[config.mk]
export PLATFORM = sky130hd
export DESIGN_NAME = pci_dma_xlate
export DESIGN_NICKNAME = d
export VERILOG_FILES = /design/src/rtl/xlate_pkg.sv /design/src/rtl/xlate_win_regs.sv /design/src/rtl/xlate_win_match.sv /design/src/rtl/xlate_addr_calc.sv /design/src/rtl/pci_dma_xlate.sv
export SDC_FILE = /design/constraint.sdc
export NUM_CORES = 1
export LEC_CHECK = 0
export ABC_AREA = 1
export CORE_UTILIZATION = 49
export DETAILED_ROUTE_END_ITERATION = 7
export PLACE_DENSITY = 0.81
export SKIP_CTS_REPAIR_TIMING = 1
export SLEW_MARGIN = 20
export SYNTH_ARGS = -nofsm -noshare
export SYNTH_HDL_FRONTEND = slang
export SYNTH_SLANG_ARGS = --single-unit
[constraint.sdc]
create_clock -name clk -period 15.1 [get_ports clk]
set_clock_uncertainty 0.2 [all_clocks]
set_input_delay 1.51 -clock clk [delete_from_list [all_inputs] [get_ports clk]]
set_output_delay 1.51 -clock clk [all_outputs]
set_load 0.02 [all_outputs]
[src/rtl/xlate_pkg.sv]
package xlate_pkg;

  localparam int unsigned REG_W      = 64;
  // size field of the mask register and window compare field
  localparam logic [REG_W-1:0] SIZE_FIELD = 64'h0000_0000_FFF0_0000;
  localparam logic [REG_W-1:0] LOW_PASS   = 64'h0000_0000_000F_FFFF;
  localparam logic [REG_W-1:0] PTE_IDX    = 64'h0000_0000_000F_E000;
  localparam logic [REG_W-1:0] PTE_ALIGN  = 64'h0000_0000_0000_03FF;
  localparam logic [REG_W-1:0] PAGE_OFF   = 64'h0000_0000_0000_1FFF;
  localparam int unsigned PTE_SHIFT  = 10;
  localparam int unsigned PAGE_SHIFT = 12;

  typedef enum logic [1:0] {
    FLD_BASE  = 2'd0,
    FLD_MASK  = 2'd1,
    FLD_TBASE = 2'd2,
    FLD_NONE  = 2'd3
  } fld_e;

  typedef enum logic [1:0] {
    ST_IDLE  = 2'd0,
    ST_ISSUE = 2'd1,
    ST_WAIT  = 2'd2
  } st_e;

  typedef struct packed {
    logic [REG_W-1:0] base;
    logic [REG_W-1:0] mask;
    logic [REG_W-1:0] tbase;
  } win_cfg_t;

endpackage

[src/rtl/xlate_win_regs.sv]
module xlate_win_regs
  import xlate_pkg::*;
#(
  parameter int unsigned NWIN  = 4,
  parameter int unsigned IDX_W = 2
) (
  input  logic                 clk,
  input  logic                 rst_n,
  input  logic                 wr_en,
  input  logic [IDX_W-1:0]     wr_idx,
  input  fld_e                 wr_fld,
  input  logic [REG_W-1:0]     wr_data,
  output win_cfg_t [NWIN-1:0]  cfg_o
);

  for (genvar g = 0; g < NWIN; g++) begin : g_win
    win_cfg_t cfg_q, cfg_d;
    logic     sel_en;

    assign sel_en = wr_en && (wr_idx == IDX_W'(g));

    always_comb begin
      cfg_d = cfg_q;
      case (wr_fld)
        FLD_BASE:  cfg_d.base  = wr_data;
        FLD_MASK:  cfg_d.mask  = wr_data;
        FLD_TBASE: cfg_d.tbase = wr_data;
        default:   cfg_d       = cfg_q;
      endcase
    end

    always_ff @(posedge clk or negedge rst_n) begin
      if (!rst_n) begin
        cfg_q <= '0;
      end else if (sel_en) begin
        cfg_q <= cfg_d;
      end
    end

    assign cfg_o[g] = cfg_q;
  end


  none_field_chk: assert property (@(posedge clk) disable iff (!rst_n)
    (wr_en && wr_fld == FLD_NONE) |=> $stable(cfg_o));

endmodule

[src/rtl/xlate_win_match.sv]
module xlate_win_match
  import xlate_pkg::*;
#(
  parameter int unsigned NWIN = 4
) (
  input  logic                clk,
  input  logic                rst_n,
  input  win_cfg_t [NWIN-1:0] cfg_i,
  input  logic [REG_W-1:0]    bus_addr,
  output logic [NWIN-1:0]     grant,
  output logic                any_hit,
  output win_cfg_t            sel_cfg
);

  logic [NWIN-1:0] claim;

  for (genvar g = 0; g < NWIN; g++) begin : g_cmp
    logic [REG_W-1:0] cmp_mask;
    logic             field_eq;
    assign cmp_mask = ~cfg_i[g].mask & SIZE_FIELD;
    assign field_eq = ((bus_addr ^ cfg_i[g].base) & cmp_mask) == '0;
    assign claim[g] = field_eq && cfg_i[g].base[0];
  end

  // lowest-numbered claimant wins
  assign grant   = claim & (~claim + NWIN'(1));
  assign any_hit = |claim;

  always_comb begin
    sel_cfg = '0;
    for (int i = 0; i < NWIN; i++) begin
      sel_cfg = sel_cfg | ({$bits(win_cfg_t){grant[i]}} & cfg_i[i]);
    end
  end


  grant_onehot_chk: assert property (@(posedge clk) disable iff (!rst_n)
    $onehot0(grant) && (any_hit == (grant != '0)));

endmodule

[src/rtl/xlate_addr_calc.sv]
module xlate_addr_calc
  import xlate_pkg::*;
#(
  parameter int unsigned DMA_AW = 34
) (
  input  win_cfg_t         win,
  input  logic [REG_W-1:0] bus_addr,
  input  logic [REG_W-1:0] pte_data,
  input  logic [REG_W-1:0] pg_bus_addr,
  output logic [REG_W-1:0] direct_addr,
  output logic [REG_W-1:0] pte_addr,
  output logic [REG_W-1:0] sg_addr
);

  localparam logic [REG_W-1:0] DMA_MASK = (REG_W'(1) << DMA_AW) - REG_W'(1);

  logic [REG_W-1:0] size_bits;
  logic [REG_W-1:0] pass_mask;
  logic [REG_W-1:0] tb_keep;
  logic [REG_W-1:0] idx_mask;
  logic [REG_W-1:0] page_num;

  assign size_bits = win.mask & SIZE_FIELD;

  // direct substitution
  assign pass_mask   = size_bits | LOW_PASS;
  assign direct_addr = ((win.tbase & ~pass_mask) | (bus_addr & pass_mask)) & DMA_MASK;

  // page-table entry address
  assign tb_keep  = ~((size_bits >> PTE_SHIFT) | PTE_ALIGN);
  assign idx_mask = size_bits | PTE_IDX;
  assign pte_addr = (win.tbase & tb_keep) | ((bus_addr & idx_mask) >> PTE_SHIFT);

  // final address from the returned entry
  assign page_num = pte_data & ~REG_W'(1);
  assign sg_addr  = ((page_num << PAGE_SHIFT) | (pg_bus_addr & PAGE_OFF)) & DMA_MASK;

endmodule

[src/rtl/pci_dma_xlate.sv]
module pci_dma_xlate
  import xlate_pkg::*;
#(
  parameter int unsigned NWIN      = 4,
  parameter int unsigned DMA_AW    = 34,
  parameter int unsigned WIN_IDX_W = (NWIN > 1) ? $clog2(NWIN) : 1
) (
  input  logic                 clk,
  input  logic                 rst_n,
  input  logic                 cfg_we,
  input  logic [WIN_IDX_W-1:0] cfg_win,
  input  logic [1:0]           cfg_field,
  input  logic [63:0]          cfg_wdata,
  input  logic                 req_valid,
  output logic                 req_ready,
  input  logic [63:0]          req_addr,
  output logic                 mem_req,
  output logic [63:0]          mem_addr,
  input  logic                 mem_rvalid,
  input  logic [63:0]          mem_rdata,
  output logic                 rsp_valid,
  output logic                 rsp_hit,
  output logic [63:0]          rsp_addr
);

  // reset: asynchronous assertion, synchronous release
  logic rst_meta_q, rst_q;
  always_ff @(posedge clk or negedge rst_n) begin
    if (!rst_n) begin
      rst_meta_q <= 1'b0;
      rst_q      <= 1'b0;
    end else begin
      rst_meta_q <= 1'b1;
      rst_q      <= rst_meta_q;
    end
  end

  win_cfg_t [NWIN-1:0] win_cfg;
  logic [NWIN-1:0]     grant;
  logic                any_hit;
  win_cfg_t            sel_cfg;
  logic [REG_W-1:0]    direct_addr, pte_addr, sg_addr;

  xlate_win_regs #(.NWIN(NWIN), .IDX_W(WIN_IDX_W)) regs_i (
    .clk     (clk),
    .rst_n   (rst_q),
    .wr_en   (cfg_we),
    .wr_idx  (cfg_win),
    .wr_fld  (fld_e'(cfg_field)),
    .wr_data (cfg_wdata),
    .cfg_o   (win_cfg)
  );

  xlate_win_match #(.NWIN(NWIN)) match_i (
    .clk      (clk),
    .rst_n    (rst_q),
    .cfg_i    (win_cfg),
    .bus_addr (req_addr),
    .grant    (grant),
    .any_hit  (any_hit),
    .sel_cfg  (sel_cfg)
  );

  // state registers
  st_e              state_q, state_d;
  logic [REG_W-1:0] cap_bus_q, cap_bus_d;
  logic [REG_W-1:0] pte_q, pte_d;
  logic             rsp_valid_q, rsp_valid_d;
  logic             rsp_hit_q, rsp_hit_d;
  logic [REG_W-1:0] rsp_addr_q, rsp_addr_d;
  logic             accept;
  logic             sel_sg;

  xlate_addr_calc #(.DMA_AW(DMA_AW)) calc_i (
    .win         (sel_cfg),
    .bus_addr    (req_addr),
    .pte_data    (mem_rdata),
    .pg_bus_addr (cap_bus_q),
    .direct_addr (direct_addr),
    .pte_addr    (pte_addr),
    .sg_addr     (sg_addr)
  );

  assign sel_sg    = sel_cfg.base[1];
  assign req_ready = (state_q == ST_IDLE);
  assign accept    = req_valid && req_ready;

  always_comb begin
    state_d     = state_q;
    cap_bus_d   = cap_bus_q;
    pte_d       = pte_q;
    rsp_valid_d = 1'b0;
    rsp_hit_d   = rsp_hit_q;
    rsp_addr_d  = rsp_addr_q;
    case (state_q)
      ST_IDLE: begin
        if (accept) begin
          if (any_hit && sel_sg) begin
            state_d   = ST_ISSUE;
            cap_bus_d = req_addr;
            pte_d     = pte_addr;
          end else begin
            rsp_valid_d = 1'b1;
            rsp_hit_d   = any_hit;
            rsp_addr_d  = any_hit ? direct_addr : req_addr;
          end
        end
      end
      ST_ISSUE: state_d = ST_WAIT;
      ST_WAIT: begin
        if (mem_rvalid) begin
          state_d     = ST_IDLE;
          rsp_valid_d = 1'b1;
          rsp_hit_d   = 1'b1;
          rsp_addr_d  = sg_addr;
        end
      end
      default: state_d = ST_IDLE;
    endcase
  end

  always_ff @(posedge clk or negedge rst_q) begin
    if (!rst_q) begin
      state_q     <= ST_IDLE;
      cap_bus_q   <= '0;
      pte_q       <= '0;
      rsp_valid_q <= 1'b0;
      rsp_hit_q   <= 1'b0;
      rsp_addr_q  <= '0;
    end else begin
      state_q     <= state_d;
      rsp_valid_q <= rsp_valid_d;
      if (accept) begin
        cap_bus_q <= cap_bus_d;
        pte_q     <= pte_d;
      end
      if (rsp_valid_d) begin
        rsp_hit_q  <= rsp_hit_d;
        rsp_addr_q <= rsp_addr_d;
      end
    end
  end

  assign mem_req   = (state_q == ST_ISSUE);
  assign mem_addr  = pte_q;
  assign rsp_valid = rsp_valid_q;
  assign rsp_hit   = rsp_hit_q;
  assign rsp_addr  = rsp_addr_q;


  sg_stall_chk: assert property (@(posedge clk) disable iff (!rst_q)
    (accept && any_hit && sel_sg) |=> (mem_req && !req_ready));


  mem_pulse_chk: assert property (@(posedge clk) disable iff (!rst_q)
    mem_req |=> !mem_req);


  mem_addr_hold_chk: assert property (@(posedge clk) disable iff (!rst_q)
    (state_q == ST_WAIT) |-> $stable(mem_addr));


  rsp_after_data_chk: assert property (@(posedge clk) disable iff (!rst_q)
    (state_q == ST_WAIT && mem_rvalid) |=> (rsp_valid && rsp_hit && req_ready));


  stray_rvalid_chk: assert property (@(posedge clk) disable iff (!rst_q)
    (state_q != ST_WAIT && !accept) |=> !rsp_valid);


  xlate_width_chk: assert property (@(posedge clk) disable iff (!rst_q)
    (rsp_valid && rsp_hit) |-> ((rsp_addr >> DMA_AW) == '0));

endmodule

-- Yosys cells after proc, flatten, opt, wreduce, memory -nomap -nowiden
Cells that the tools add are included.
W data, S select, Z words.
- register bits: 915
- bits in latches: 0
- bits in writable memories: 0
- memory bits (read-only): 0
- input bits: 201
- output and inout bits: 132
- logic and storage cells: 113
- memories: 0
- add/subtract/negate cells: 1
- multiply operators: 0
- div/mod/pow operators: 0
- $lt $le $gt $ge: 0
- equal/unequal tests: 11
- shift-type cells: 0
- muxes and demuxes: 17
- bitwise gates (word level): 30
- reduce and logical (&&, ||, !) cells: 34
- operator list (kind ; count):
    $and A130 B130 Y130 ; 4
    $or A130 B130 Y130 ; 3
    $and A64 B32 Y64 ; 5
    $logic_not A64 Y1 ; 4
    $mux W64 ; 4
    $xor A64 B64 Y64 ; 4
    $not A32 Y32 ; 4
    $pmux W64 S2 ; 1
    $and A64 B64 Y64 ; 1
    $not A22 Y64 ; 1
    $or A64 B54 Y64 ; 1
    $and A34 B32 Y34 ; 1
    $and A34 B34 Y34 ; 1
    $not A32 Y34 ; 1
    $or A34 B13 Y34 ; 1
    $or A34 B34 Y34 ; 1
    $reduce_and A2 Y1 ; 12
    $logic_and A1 B1 Y1 ; 10
    $eq A2 B2 Y1 const B ; 4
    $eq A2 B1 Y1 const B ; 3
    $logic_not A2 Y1 ; 3
    $mux W1 ; 6
    $mux W2 ; 3
    $pmux W2 S3 ; 1
    10 further kinds ; 14

-- Longest topological paths before layout
- word-level depth: 18
- mapped depth: 18
- gate-level depth less buffers: 16

-- Cells and area by module
Synthesis repeated with hierarchy kept, for this count alone.
- cells, all modules: 6785
- area total of the unflattened synthesis: 50602.3 um^2
- modules (own cells, without submodules) (module ; instances ; cells an instance ; area an instance (um^2) ; seq. area each (um^2)):
    xlate_win_regs ; 1 ; 3509 ; 31455.2 ; 19218.4
    pci_dma_xlate ; 1 ; 1254 ; 9323.9 ; 4954.8
    xlate_win_match ; 1 ; 1781 ; 8287.9 ; 0.0
    xlate_addr_calc ; 1 ; 241 ; 1535.2 ; 0.0

-- Worst setup path before layout
OpenSTA, ideal clock, no wires.
- path kind: input to register
- start: input port req_addr[23]
- end: register pte_q[12], in the netlist mem_addr[12]
- data arrival time: 3.122 ns
- required time: 14.776 ns
- slack: 11.654 ns
- stages on the path: 15
- cell sequence: buf_2 > or2_0 > nand2_1 > nand2_1 > nor2_2 > nand2_1 > nor2_4 > nor2_1 > nand3_2 > buf_2 > nor2_1 > nor2_1 > nand3_1 > o211ai_1 > nand2_1
- cells in the longest elaborated chain, start to end: 14
- elaborated cells on any way between the ends: 33
- those cells by class: 1 x add/sub; 21 x bitwise; 11 x reduce/logical
- ends and longest elaborated chain (item ; RTL line ; RTL):
    start: declaration ; pci_dma_xlate.sv:16 ; input logic [63:0] req_addr,
    $xor A64 B64 Y64 ; xlate_win_match.sv:21 ; assign field_eq = ((bus_addr ^ cfg_i[g].base) & cmp_mask) == '0;
    $and A64 B32 Y64 ; xlate_win_match.sv:21 ;
    $logic_not A64 Y1 ; xlate_win_match.sv:21 ;
    $logic_and A1 B1 Y1 ; xlate_win_match.sv:22 ; assign claim[g] = field_eq && cfg_i[g].base[0];
    $not A4 Y4 ; xlate_win_match.sv:26 ; assign grant = claim & (~claim + NWIN'(1));
    $add A4 B1 Y4 ; xlate_win_match.sv:26 ;
    $and A4 B4 Y4 ; xlate_win_match.sv:26 ;
    $and A130 B130 Y130 ; xlate_win_match.sv:32 ; sel_cfg = sel_cfg | ({$bits(win_cfg_t){grant[i]}} & cfg_i[i]);
    $or A130 B130 Y130 (3 in series) ; xlate_win_match.sv:32 ;
    $not A22 Y64 ; xlate_addr_calc.sv:30 ; assign tb_keep = ~((size_bits >> PTE_SHIFT) | PTE_ALIGN);
    $and A64 B64 Y64 ; xlate_addr_calc.sv:32 ; assign pte_addr = (win.tbase & tb_keep) | ((bus_addr & idx_mask) >> PTE_SHIFT);
    $or A64 B54 Y64 ; xlate_addr_calc.sv:32 ;
    end signal: assignment ; pci_dma_xlate.sv:135 ; pte_q <= pte_d;
    end: declaration ; pci_dma_xlate.sv:67 ; logic [REG_W-1:0] pte_q, pte_d;
Several ways; a longest one is shown, not always the timed one.
A chain may end at the register's enable or synchronous reset.

-- Final worst setup path
- start: input port req_addr[20]
- end: register pte_q[15], in the netlist mem_addr[15]
The elaborated chain is that of the path after synthesis.

==> results.json <==
{
  "worstRegToRegCells": 16,
  "clk_pin_slew_worst_paths_ns": 0.05,
  "worst_pin_slew_ns": 1.13,
  "pwr_density_cell_nw_per_um2": 126,
  "synth_top_cell_area_share_pct": 56.2,
  "drive_gt1_share_pct": 4.62,
  "final_cell_area_sq_um": 25300,
  "synthesis.area_sq_um": 20700,
  "critPathArrivalTime_ns": 6.66,
  "gp_congestion": 0.916,
  "postLayoutSetupSlackWorst_ns": 8.75,
  "hold_path_startpoint": "rst_meta_q",
  "min_path_cells": 0,
  "rsz0062_at_grt": "no",
  "grt_pass1_vias": 17700,
  "htree_levels": 2,
  "startpoint_type": "input port",
  "dr_total_vias": 18400,
  "cp_max_fo": 57,
  "start_util_pct": 50.1,
  "clockPowerShare_pct": 37.3,
  "pwr-share-comb_pct": 13.5,
  "clock_sinks": 464,
  "via_per_inst": 5.52,
  "cts_tree": "yes",
  "dp_cells": 3252,
  "fin_crit_sh_pct": 42.0,
  "dpl.hpwl_um": 37400,
  "syn_inst": 2574,
  "switching_share_pct": 27.3,
  "drc_errors": 0,
  "p_int_mw": 2.32,
  "yosysWarnings": 0,
  "cts_root_buffer": "clkbuf_16",
  "cts_buffers": 49,
  "die_area_sq_um": 43000,
  "synthArstFlopShare_pct": 100,
  "fp.dieW_um": 207,
  "cp-end-kind": "register",
  "crit_type": "input port to register",
  "startpoint": "req_addr[20]",
  "grt_overflow": 0,
  "status": "finished, final reports clean",
  "relSlewSlack_pct": 24.7,
  "final_max_slew_viol_count": 0,
  "fp-row-count": 74,
  "gr-usage-all-layers_pct": 28.0,
  "fin_cells": 3345,
  "rrSetupSlack_ns": 10.13,
  "final_nets": 2975,
  "fp.coreArea_sq_um": 41200,
  "drtPass1Iterations": 6,
  "ys_top_cells_by_area": "dfrtp_1, nand2_1, o21ai_0, nor2_1, inv_1",
  "fin_crit_ns": 6.35,
  "numPortBuffers": 278,
  "grt_max_degree": 195,
  "p_seq_share_pct": 49.1,
  "yosysMostFrequentCell": "nand2_1",
  "hold_viol_final": 0,
  "die_height_um": 207,
  "antenna_found_initial": 3,
  "netlist_top_cells_count": "nand2_1, dfrtp_1, o21ai_0",
  "reg2reg_from": "regs_i.cfg_o[159]",
  "placed_area_sq_um": 23600,
  "holdCritPathClass": "register to register",
  "synth-seq-cells": 464,
  "ys_seq_area_share_pct": 56.2,
  "grt_pass1_wl_um": 95400,
  "p_sw_uw": 873,
  "netlist-cell-type-count": 35,
  "setup_tns_ns": 0,
  "drt-initial-drc-count": 1666,
  "ir_drop_mv": 0.112,
  "leakagePower_nw": 12.3,
  "detail_route.wl_per_cell_um": 18.0,
  "clock_path_buffers": 3,
  "worstSkewPairLatency_ns": 0.59,
  "syn_area_per_cell_sq_um": 8.03,
  "finalWirelength_um": 60300,
  "fmaxAchievable_mhz": 158,
  "pre_cts_ws_ns": 8.33,
  "maxCapViolCount": 0,
  "synth_edf_count": 0,
  "syn2layout_area_growth_pct": 22.6,
  "ios": 333,
  "final_util_pct": 61.5,
  "synth_top_area_cell": "dfrtp_1",
  "setup_viol": 0,
  "required_ns": 15.41,
  "detail-route-antenna-nets": 0,
  "synth_ff_type": "dfrtp_1"
}
==> through the flow <==
stage	total power, mW	hold slack (ns)
2_1_floorplan	1.83	0.131
5_1_grt	3.34	0.157
3_3_place_gp	1.98	0.138
6_report	3.19	0.148
3_5_place_dp	2.01	0.137
4_1_cts	3.21	0.150
==> path summary, 6_finish.rpt <==
path,endpoint
max,mem_addr[15]
min in group asynchronous,mem_addr[29]
min reg2reg,rst_q
min,rst_q
max in group asynchronous,regs_i.cfg_o[598]
max reg2reg,mem_addr[15]
==> critical path: stages <==
cell,delay [ns]
clkdlybuf4s50_1,0.76
inv_2,0.12
nand2_1,0.09
nand3_1,0.09
nand2_1,0.14
nor3_2,0.07
nand2_4,0.34
nand2_1,0.13
nor2_2,0.70
nand3_1,0.27
nand2_2,0.17
nand2_4,0.37
inv_2,0.78
buf_4,0.64
o211ai_1,0.24
nand2_1,0.10
==> cell usage in the layout, fill, tap and decap left out, types with 2 or more instances in the layout <==
master             n
nand3_2            3
clkdlybuf4s50_1  278
a21boi_0          12
clkbuf_8          13
a21oi_1           58
nor3_1             3
inv_2             15
a31oi_1           51
nand3b_1           5
clkinv_4           2
clkbuf_16         50
nor2_1           180
nand3_1          120
buf_12             2
dfrtp_1          463
nand2_1          953
nor2_4             3
buf_16             2
o21ai_0          343
xor2_1             6
conb_1             4
nand2_8            2
clkbuf_1          14
o211ai_1          10
nand2_4            3
nor2_2             4
buf_4             14
clkinv_2           7
inv_1            171
nand2_2            2
nand4_1            3
or2_1              2
==> flip-flops by register name (all words and copies together), names as in the netlist <==
name          count
cap_bus_q        13
state_q           2
rst_meta_q        1
rsp_valid         1
regs_i.cfg_o    320
rsp_addr         64
rst_q             1
rsp_hit           1
mem_addr         61
==> power by group through the flow <==
stage	sequential (mW)	clock (mW)	combinational [mW]
final	1.57	1.19	0.433
after global routing	1.59	1.26	0.492
after CTS	1.57	1.21	0.431
after detailed placement	1.58	0	0.427
after global placement	1.57	0	0.408
after floorplan	1.60	0	0.234
==> routing by layer <==
layer | part of all wire, % | global-route usage [%]
met2 | 47 | 45.3
met4 | 5.1 | 14.9
met1 | 40 | 35.6
met5 | 0.040 | 0
met3 | 8.5 | 5.63
==> cells by family (layout without fill, tap and decap cells) <==
logic type                Yosys count  after routing  share of synthesized area [%]
and+or+nand+nor                  1288           1288                           24.7
AOI/OAI and AO/OA                 476            476                           12.1
DFF                               464            464                           56.2
buffers and inverters             337            573                           6.64
xor gates and xnor gates            7              7                          0.297
other                               2              5                         0.0364
==> layout make-up <==
class | count | area [sq um]
diodes | 1 | 2.50
clock buffers | 77 | 1480
clock inverters | 12 | 119
fillers | 3464 | 15900
inverters | 187 | 702
multi-input cells | 1775 | 7740
flip-flops and latches | 464 | 11600
well taps | 532 | 666
repair buffers | 297 | 2990
Power figures use the tool's default switching activity.
